==> src/rtl/cfgrd_pkg.sv <==
`timescale 1ns/1ps
package cfgrd_pkg;
  // sequencer states: waiting one cycle after reset, shifting, finished
  typedef enum logic [1:0] {
    ST_WAIT = 2'd0,
    ST_RUN  = 2'd1,
    ST_END  = 2'd2
  } seq_state_t;

  localparam int          CMD_W    = 3;
  // start bit, then read opcode; leftmost bit is sent first
  localparam logic [CMD_W-1:0] READ_CMD = 3'b110;
endpackage

==> src/rtl/cfgrd_phase_timer.sv <==
`timescale 1ns/1ps
module cfgrd_phase_timer #(
  parameter int HIGH_CYC = 90,
  parameter int LOW_CYC  = 90
) (
  input  logic clk,
  input  logic rst_n,
  input  logic run,
  output logic sclk,
  output logic fall_tick
);
  localparam int MAX_CYC = (HIGH_CYC > LOW_CYC) ? HIGH_CYC : LOW_CYC;
  localparam int CNT_W   = $clog2(MAX_CYC + 1);
  localparam logic [CNT_W-1:0] HI_LAST = CNT_W'(HIGH_CYC - 1);
  localparam logic [CNT_W-1:0] LO_LAST = CNT_W'(LOW_CYC - 1);

  logic [CNT_W-1:0] cnt;

  always_ff @(posedge clk or negedge rst_n) begin
    if (!rst_n) begin
      cnt  <= '0;
      sclk <= 1'b0;
    end else if (!run) begin
      cnt  <= '0;
      sclk <= 1'b0;
    end else if (sclk) begin
      if (cnt == HI_LAST) begin
        sclk <= 1'b0;
        cnt  <= '0;
      end else begin
        cnt <= cnt + 1'b1;
      end
    end else begin
      if (cnt == LO_LAST) begin
        sclk <= 1'b1;
        cnt  <= '0;
      end else begin
        cnt <= cnt + 1'b1;
      end
    end
  end

  // last cycle of a high phase: the sampling edge
  assign fall_tick = run && sclk && (cnt == HI_LAST);

  // independent run-length counters for the phase checks
  localparam int RUN_W = 16;
  logic [RUN_W-1:0] hi_run, lo_run;
  always_ff @(posedge clk or negedge rst_n) begin
    if (!rst_n) begin
      hi_run <= '0;
      lo_run <= '0;
    end else begin
      hi_run <= sclk ? hi_run + 1'b1 : '0;
      if (sclk)             lo_run <= '0;
      else if (~&lo_run)    lo_run <= lo_run + 1'b1;
    end
  end

  AST_HIGH_LEN: assert property (@(posedge clk) disable iff (!rst_n)
    $fell(sclk) |-> (int'(hi_run) == HIGH_CYC));
  AST_LOW_LEN: assert property (@(posedge clk) disable iff (!rst_n)
    $rose(sclk) |-> (int'(lo_run) >= LOW_CYC));
endmodule

==> src/rtl/cfgrd_bit_seq.sv <==
`timescale 1ns/1ps
module cfgrd_bit_seq
  import cfgrd_pkg::*;
#(
  parameter int ADDR_W   = 6,
  parameter int CFG_BITS = 18
) (
  input  logic clk,
  input  logic rst_n,
  input  logic fall_tick,
  output logic run,
  output logic sdo,
  output logic sample_en,
  output logic last
);
  localparam int HDR_BITS = CMD_W + ADDR_W;
  localparam int NCLK     = HDR_BITS + CFG_BITS;
  localparam int IDX_W    = $clog2(NCLK + 1);
  localparam logic [HDR_BITS-1:0] HDR_INIT = {READ_CMD, {ADDR_W{1'b0}}};
  localparam logic [IDX_W-1:0]    IDX_LAST = IDX_W'(NCLK - 1);
  localparam logic [IDX_W-1:0]    IDX_DATA = IDX_W'(HDR_BITS);

  seq_state_t            state;
  logic [IDX_W-1:0]      bit_idx;
  logic [HDR_BITS-1:0]   hdr_sr;

  always_ff @(posedge clk or negedge rst_n) begin
    if (!rst_n) begin
      state   <= ST_WAIT;
      bit_idx <= '0;
      hdr_sr  <= '0;
    end else begin
      unique case (state)
        ST_WAIT: begin
          state   <= ST_RUN;
          bit_idx <= '0;
          hdr_sr  <= HDR_INIT;
        end
        ST_RUN: begin
          if (fall_tick) begin
            hdr_sr <= {hdr_sr[HDR_BITS-2:0], 1'b0};
            if (bit_idx == IDX_LAST) state <= ST_END;
            else                     bit_idx <= bit_idx + 1'b1;
          end
        end
        default: state <= ST_END;
      endcase
    end
  end

  assign run       = (state == ST_RUN);
  assign sdo       = run && hdr_sr[HDR_BITS-1];
  assign sample_en = fall_tick && run && (bit_idx >= IDX_DATA);
  assign last      = fall_tick && run && (bit_idx == IDX_LAST);

  AST_DATA_PHASE_QUIET: assert property (@(posedge clk) disable iff (!rst_n)
    (run && bit_idx >= IDX_DATA) |-> !sdo);
  AST_END_STICKY: assert property (@(posedge clk) disable iff (!rst_n)
    (state == ST_END) |=> (state == ST_END));
endmodule

==> src/rtl/cfgrd_capture.sv <==
`timescale 1ns/1ps
module cfgrd_capture #(
  parameter int CFG_BITS = 18
) (
  input  logic                clk,
  input  logic                rst_n,
  input  logic                sample_en,
  input  logic                last,
  input  logic                sdi,
  output logic [CFG_BITS-1:0] cfg_word,
  output logic                done
);
  localparam int SH_W = CFG_BITS - 1;

  logic [SH_W-1:0] shreg;

  always_ff @(posedge clk or negedge rst_n) begin
    if (!rst_n) begin
      shreg    <= '0;
      cfg_word <= '0;
      done     <= 1'b0;
    end else begin
      done <= last;
      if (sample_en) shreg    <= {shreg[SH_W-2:0], sdi};
      if (last)      cfg_word <= {shreg, sdi};
    end
  end

  AST_DONE_SINGLE: assert property (@(posedge clk) disable iff (!rst_n)
    done |=> !done);
  AST_WORD_HELD: assert property (@(posedge clk) disable iff (!rst_n)
    !done |-> $stable(cfg_word));
endmodule

==> src/rtl/cfg_eeprom_reader.sv <==
`timescale 1ns/1ps
module cfg_eeprom_reader
  import cfgrd_pkg::*;
#(
  parameter int HIGH_CYC = 90,
  parameter int LOW_CYC  = 90,
  parameter int ADDR_W   = 6,
  parameter int CFG_BITS = 18
) (
  input  logic                clk,
  input  logic                rst_n,
  output logic                mem_sclk,
  output logic                mem_si,
  input  logic                mem_so,
  output logic [CFG_BITS-1:0] cfg_word,
  output logic                cfg_done
);
  localparam int NCLK  = CMD_W + ADDR_W + CFG_BITS;
  localparam int RCN_W = $clog2(NCLK + 1) + 1;

  logic run, fall_tick, sample_en, last;

  cfgrd_phase_timer #(.HIGH_CYC(HIGH_CYC), .LOW_CYC(LOW_CYC)) u_timer (
    .clk(clk), .rst_n(rst_n), .run(run),
    .sclk(mem_sclk), .fall_tick(fall_tick)
  );

  cfgrd_bit_seq #(.ADDR_W(ADDR_W), .CFG_BITS(CFG_BITS)) u_seq (
    .clk(clk), .rst_n(rst_n), .fall_tick(fall_tick),
    .run(run), .sdo(mem_si), .sample_en(sample_en), .last(last)
  );

  cfgrd_capture #(.CFG_BITS(CFG_BITS)) u_cap (
    .clk(clk), .rst_n(rst_n), .sample_en(sample_en), .last(last),
    .sdi(mem_so), .cfg_word(cfg_word), .done(cfg_done)
  );

  // rising-edge counter on the serial clock, used by the burst checks
  logic              sclk_d;
  logic [RCN_W-1:0]  rise_cnt;
  always_ff @(posedge clk or negedge rst_n) begin
    if (!rst_n) begin
      sclk_d   <= 1'b0;
      rise_cnt <= '0;
    end else begin
      sclk_d <= mem_sclk;
      if (mem_sclk && !sclk_d) rise_cnt <= rise_cnt + 1'b1;
    end
  end

  AST_BURST_LEN: assert property (@(posedge clk) disable iff (!rst_n)
    cfg_done |-> (int'(rise_cnt) == NCLK));
  AST_RISE_BOUND: assert property (@(posedge clk) disable iff (!rst_n)
    int'(rise_cnt) <= NCLK);
  AST_SI_HELD_HIGH: assert property (@(posedge clk) disable iff (!rst_n)
    (mem_sclk && $past(mem_sclk)) |-> $stable(mem_si));
  AST_SAMPLE_IN_HIGH: assert property (@(posedge clk) disable iff (!rst_n)
    sample_en |-> mem_sclk);
endmodule

==> config.mk <==
export PLATFORM = sky130hd
export DESIGN_NAME = cfg_eeprom_reader
export DESIGN_NICKNAME = d
export VERILOG_FILES = /design/src/rtl/cfgrd_pkg.sv /design/src/rtl/cfgrd_phase_timer.sv /design/src/rtl/cfgrd_bit_seq.sv /design/src/rtl/cfgrd_capture.sv /design/src/rtl/cfg_eeprom_reader.sv
export SDC_FILE = /design/constraint.sdc
export NUM_CORES = 1
export LEC_CHECK = 0
export CAP_MARGIN = 20
export CORE_MARGIN = 2
export CORE_UTILIZATION = 48
export DETAILED_ROUTE_END_ITERATION = 10
export DONT_BUFFER_PORTS = 1
export PLACE_DENSITY = 0.62
export SKIP_LAST_GASP = 1
export SYNTH_ARGS = -nofsm -noshare
export SYNTH_HDL_FRONTEND = slang
export SYNTH_SLANG_ARGS = --single-unit
==> constraint.sdc <==
create_clock -name clk -period 2 [get_ports clk]
set_input_delay 0.6 -clock clk [delete_from_list [all_inputs] [get_ports clk]]
set_output_delay 0.6 -clock clk [all_outputs]
set_load 0.02 [all_outputs]
# Yosys cells after proc, flatten, opt, wreduce, memory -nomap -nowiden
# Cells that the tools add are included.
[word_totals]
out_inout_bits = 21
reg_bits = 60
word_cells = 42
input_bits = 3
[classes]
reduce_logical = 11
magnitude_cmp = 1
add_sub_neg = 2
eq_ne = 6
n_mux = 14
[ops]
columns = ["operator", "count"]
rows = [
  ["$pmux 9 s2", 1],
  ["$mux 7", 2],
  ["$mux 5", 2],
  ["$pmux 5 s2", 1],
  ["$mux 9", 1],
  ["$add 7x1->7 const B", 1],
  ["$eq 7x7->1 const B", 1],
  ["$logic_and 1x1->1", 6],
  ["$add 5x1->5 const B", 1],
  ["$eq 5x5->1 const B", 1],
  ["$ge 5x4->1 const B", 1],
  ["$mux 1", 4],
  ["$mux 2", 2],
  ["$ne 2x2->1 const B", 2],
  ["$pmux 2 s2", 1],
  ["$reduce_and 2->1", 2],
  ["$reduce_and 3->1", 1],
  ["$eq 2x1->1 const B", 1],
  ["$logic_not 2->1", 1],
  ["$ne 2x1->1 const B", 1],
  ["$reduce_bool 2->1", 1],
]

# Longest topological paths before layout
[logic_depth]
depth_word = 5
ltp_mapped = 8
depth_no_buf = 6

# By module
# A second synthesis with hierarchy kept.
[hier_totals]
hier_cells = 162
area_unflattened_um2 = 2329.7
[modules_own_cells]
columns = ["module", "instances", "seq_area_each_um2", "cells_each", "area_each_um2"]
rows = [
  ["cfgrd_capture", 1, 900.9, 75, 1432.6],
  ["cfgrd_bit_seq", 1, 225.2, 51, 513.0],
  ["cfgrd_phase_timer", 1, 200.2, 36, 384.1],
]

# Worst setup path before layout
# No wires, ideal clock.
[synth_path]
path_kind = "reg2reg"
start = "reg u_seq.bit_idx[1]"
end = "reg u_cap.shreg[0]"
setup_time_ns = 0.125
stages_incl_launch_ff = 9
path_buffers = 2
slack_ns = 0.014
t_required_ns = 1.875
arrival_ns = 1.861
synth_period_minus_slack_ns = 1.986
path_cell_list = "dfrtp_1 > inv_1 > ha_1 > or4_1 > a21oi_1 > or3_1 > buf_6 > buf_12 > mux2_4"
[synth_between]
elab_chain_len = 2
[synth_rtl]
columns = ["element", "line", "text"]
rows = [
  ["start: declaration", "cfgrd_bit_seq.sv:24", "logic [IDX_W-1:0] bit_idx;"],
  ["start signal: assignment", "cfgrd_bit_seq.sv:43", "else bit_idx <= bit_idx + 1'b1;"],
  ["$ge 5x4->1", "cfgrd_bit_seq.sv:53", "assign sample_en = fall_tick && run && (bit_idx >= IDX_DATA);"],
  ["$logic_and 1x1->1", "cfgrd_bit_seq.sv:53", ""],
  ["end signal: assignment", "cfgrd_capture.sv:24", "if (sample_en) shreg <= {shreg[SH_W-2:0], sdi};"],
  ["end: declaration", "cfgrd_capture.sv:15", "logic [SH_W-1:0] shreg;"],
]
# No other way between the ends.
# A chain may end at the register's enable or synchronous reset.

# Final worst setup path
[layout_path]
start = "reg u_seq.bit_idx[0]"
end = "reg u_cap.shreg[14]"
# The elaborated chain is that of the path after synthesis.

==> impl_metrics.sql <==
INSERT INTO impl_metrics (metric_group, metric, value, unit) VALUES
('cts', 'numClockSinks', '53', ''),
('finish', 'final.fill_count', '404', ''),
('critical_path', 'reg2reg_from', 'u_seq.bit_idx[0]', ''),
('power_and_ir_drop', 'ir_drop', '0.362', 'mV'),
('critical_path', 'critical-path-top-delay-family', 'simple AND/OR/NAND/NOR gates', ''),
('timing', 'rsz0062_at_grt', 'true', ''),
('global_routing', 'grt_max_degree', '54', ''),
('global_routing', 'global_route.usage.total', '15.0', '%'),
('timing', 'max_slew.worst_pin.slew', '0.374', 'ns'),
('global_routing', 'grt_first_pass_wirelength', '6110', 'um'),
('logic_synthesis', 'synth_compound_area_share', '3.09', '%'),
('logic_synthesis', 'netlist-cell-type-count', '37', ''),
('timing', 'setup_viol_count_final', '0', ''),
('run', 'timing.max_cap.violations', '0', ''),
('logic_synthesis', 'mappedNetlistArea', '2310', 'sq um'),
('route', 'avgRoutedWirePerCell', '15.9', 'um'),
('cts', 'cts-buffers-inserted', '5', ''),
('logic_synthesis', 'number_of_synthesized_flops_with_an_enable_pin', '0', ''),
('global_routing', 'antenna_violations_before_repair', '0', ''),
('logic_synthesis', 'most_used_flip_flop_cell_after_synthesis', 'dfrtp_1', ''),
('critical_path', 'critical_path.n_buffers_inverters', '1', ''),
('logic_synthesis', 'yosys.area_share.simple', '11.7', '%'),
('die', 'core_area', '4690', 'sq um'),
('timing', 'finalWorstSetupSlack', '0.0363', 'ns'),
('route', 'dr_wl_met2', '1890', 'um'),
('timing', 'clock_skew', '0.00548', 'ns'),
('die', 'fp.dieW', '73.4', 'um'),
('critical_path', 'critical_path.slowest_cell', 'or4_1', ''),
('cts', 'clk_path_buf_depth', '2', ''),
('timing', 'finalCritPeriodShare', '98.2', '%'),
('place', 'dpl-instance-area', '2400', 'sq um'),
('logic_synthesis', 'synth.yosys.seq_area_share', '57.4', '%'),
('critical_path', 'cell_chain_critical_path', 'ha_1 > or4_1 > a21oi_2 > or3_4 > buf_12 > mux2_2', ''),
('finish', 'stdcell_area', '2550', 'sq um'),
('critical_path', 'r2r_end', 'u_cap.shreg[14]', ''),
('place', 'portBuffers', '0', ''),
('finish', 'fraction_of_layout_cells_with_a_size_suffix_above_1', '34.4', '%'),
('critical_path', 'critical_path_class', 'reg -> reg', ''),
('logic_synthesis', 'post_synth_mux_area_share', '18.7', '%'),
('finish', 'p_r_area_growth_vs_syn', '10.3', '%'),
('logic_synthesis', 'yosysWarnings', '0', ''),
('cts', 'clock_insertion_delay_worst_skew', '0.30', 'ns'),
('route', 'post-route-drc-count', '0', ''),
('logic_synthesis', 'largest_family_of_logic_cells_by_synthesized_area', 'multiplexers', ''),
('timing', 'finalHoldViolations', '0', ''),
('route', 'dr_wl_met3', '160', 'um'),
('route', 'num_vias', '1311', ''),
('route', 'wire_length_on_met1', '1620', 'um'),
('cts', 'cts_max_level', '2', ''),
('logic_synthesis', 'syn_avg_cell_area', '13.7', 'sq um'),
('critical_path', 'crit_path_max_incr_delay', '0.48', 'ns'),
('critical_path', 'category_of_the_worst_setup_path_capture_point', 'flip-flop', ''),
('worst_hold_path', 'min_path_type', 'in -> async', ''),
('timing', 'slew_headroom', '75.0', '%'),
('logic_synthesis', 'syn_inst', '169', ''),
('route', 'highest_metal_layer_with_signal_wires', 'met4', ''),
('timing', 'final_period_minus_worst_setup_slack', '1.96', 'ns'),
('route', 'route.final.wire_length', '3730', 'um'),
('global_routing', 'first_global_vias', '1296', ''),
('logic_synthesis', 'synth_seq_cells', '53', ''),
('critical_path', 'critical_path.max_fanout', '9', ''),
('logic_synthesis', 'netlist_top_cells_area', 'dfrtp_1 (57%), mux2_2 (12%), mux2_4 (6.5%)', ''),
('logic_synthesis', 'netlist.area_leader.share', '57.4', '%'),
('die', 'row_count', '25', ''),
('power_and_ir_drop', 'power.leakage', '1.30', 'nW'),
('run_status', 'run_status', 'completed', ''),
('logic_synthesis', 'syn-num-nets', '177', ''),
('timing', 'total_negative_setup_slacks', '0', 'ns'),
('route', 'dr.first_iter.drc_count', '107', ''),
('logic_synthesis', 'yosys.area_share.xor_xnor', '2.28', '%'),
('die', 'io_pins', '24', '');
## sequential cells by signal, summed over array words and instances (netlist names)
signal and count:
u_seq.state 2, u_cap.shreg 17, u_timer.sclk 1, u_cap.cfg_word 18
u_seq.bit_idx 5, u_cap.done 1, u_timer.cnt 7, u_seq.hdr_sr 2
## how the worst max path moves through the flow
stage                startpoint               to  slack [ns]  cells after the start
5_1_grt        u_seq.bit_idx[0]  u_cap.shreg[11]       -0.03                      6
4_1_cts        u_seq.bit_idx[0]  u_cap.shreg[14]      -0.006                      6
2_1_floorplan  u_seq.bit_idx[1]   u_cap.shreg[0]        0.01                      8
3_3_place_gp   u_seq.bit_idx[0]  u_cap.shreg[14]        0.06                      6
6_report       u_seq.bit_idx[0]  u_cap.shreg[14]        0.04                      6
3_5_place_dp   u_seq.bit_idx[0]   u_cap.shreg[9]        0.01                      6
## layout make-up
class                   count  area [sq um]  share of cell area, %
flip-flops and latches     53          1330                   52.0
multi-input cells         103           897                   35.2
repair buffers             11           145                   5.69
clock buffers               6          82.6                   3.24
well taps                  54          67.6                   2.65
inverters                   6          22.5                  0.884
clock inverters             1          7.51                  0.295
## report_power, final
group / switching, mW / internal (mW)
combinational: 0.0198 / 0.00719
clock: 0.333 / 0.274
sequential: 0.000924 / 1.07
## what timing repair did
item | 4_1_cts | 5_1_grt
pin swaps | 0 | 2
hold buffers | 1 | 0
endpoints found under the setup margin | 1 | 17
gates cloned | 0 | 1
endpoints found under the hold margin | 53 | 0
gates resized for setup | 0 | 2
## cell usage after synthesis, types with 2 or more instances
cell / n
or3_1: 2
buf_6: 2
o211ai_1: 2
xor2_1: 5
mux2_2: 24
dfrtp_1: 53
a21oi_1: 2
or4_1: 2
o21ai_0: 2
inv_1: 6
ha_1: 5
nor2_1: 12
nand3_1: 15
mux2_4: 10
nand2_1: 5
## worst reg2reg max path: stages (launching register included)
cell and delay [ns]:
dfrtp_1 0.41, ha_1 0.20, or4_1 0.48, a21oi_2 0.13, or3_4 0.16, buf_12 0.13, mux2_2 0.33
## cell families after synthesis
kind of cell               count (synthesis)
AOI/OAI and AO/OA                         11
xor gates and xnor gates                   6
adders and majority gates                  5
buffers and inverters                     13
DFF                                       53
muxes                                     35
and+or+nand+nor                           46
## layer usage
metal	track usage, %	vias to the layer above
met5	0	-
met4	6.67	0
met3	3.84	6
met2	23.5	32
met1	19.7	659
li1	-	614
## metrics by stage
step                util, %  total power, mW  instances
finish                 54.3             1.71        234
global route           54.3             1.77        234
CTS                    53.6             1.73        233
detailed placement     51.1             1.10        225
global placement       51.1             1.10        225
floorplan                 -             1.10        169
(Power assumes the default switching activity.)
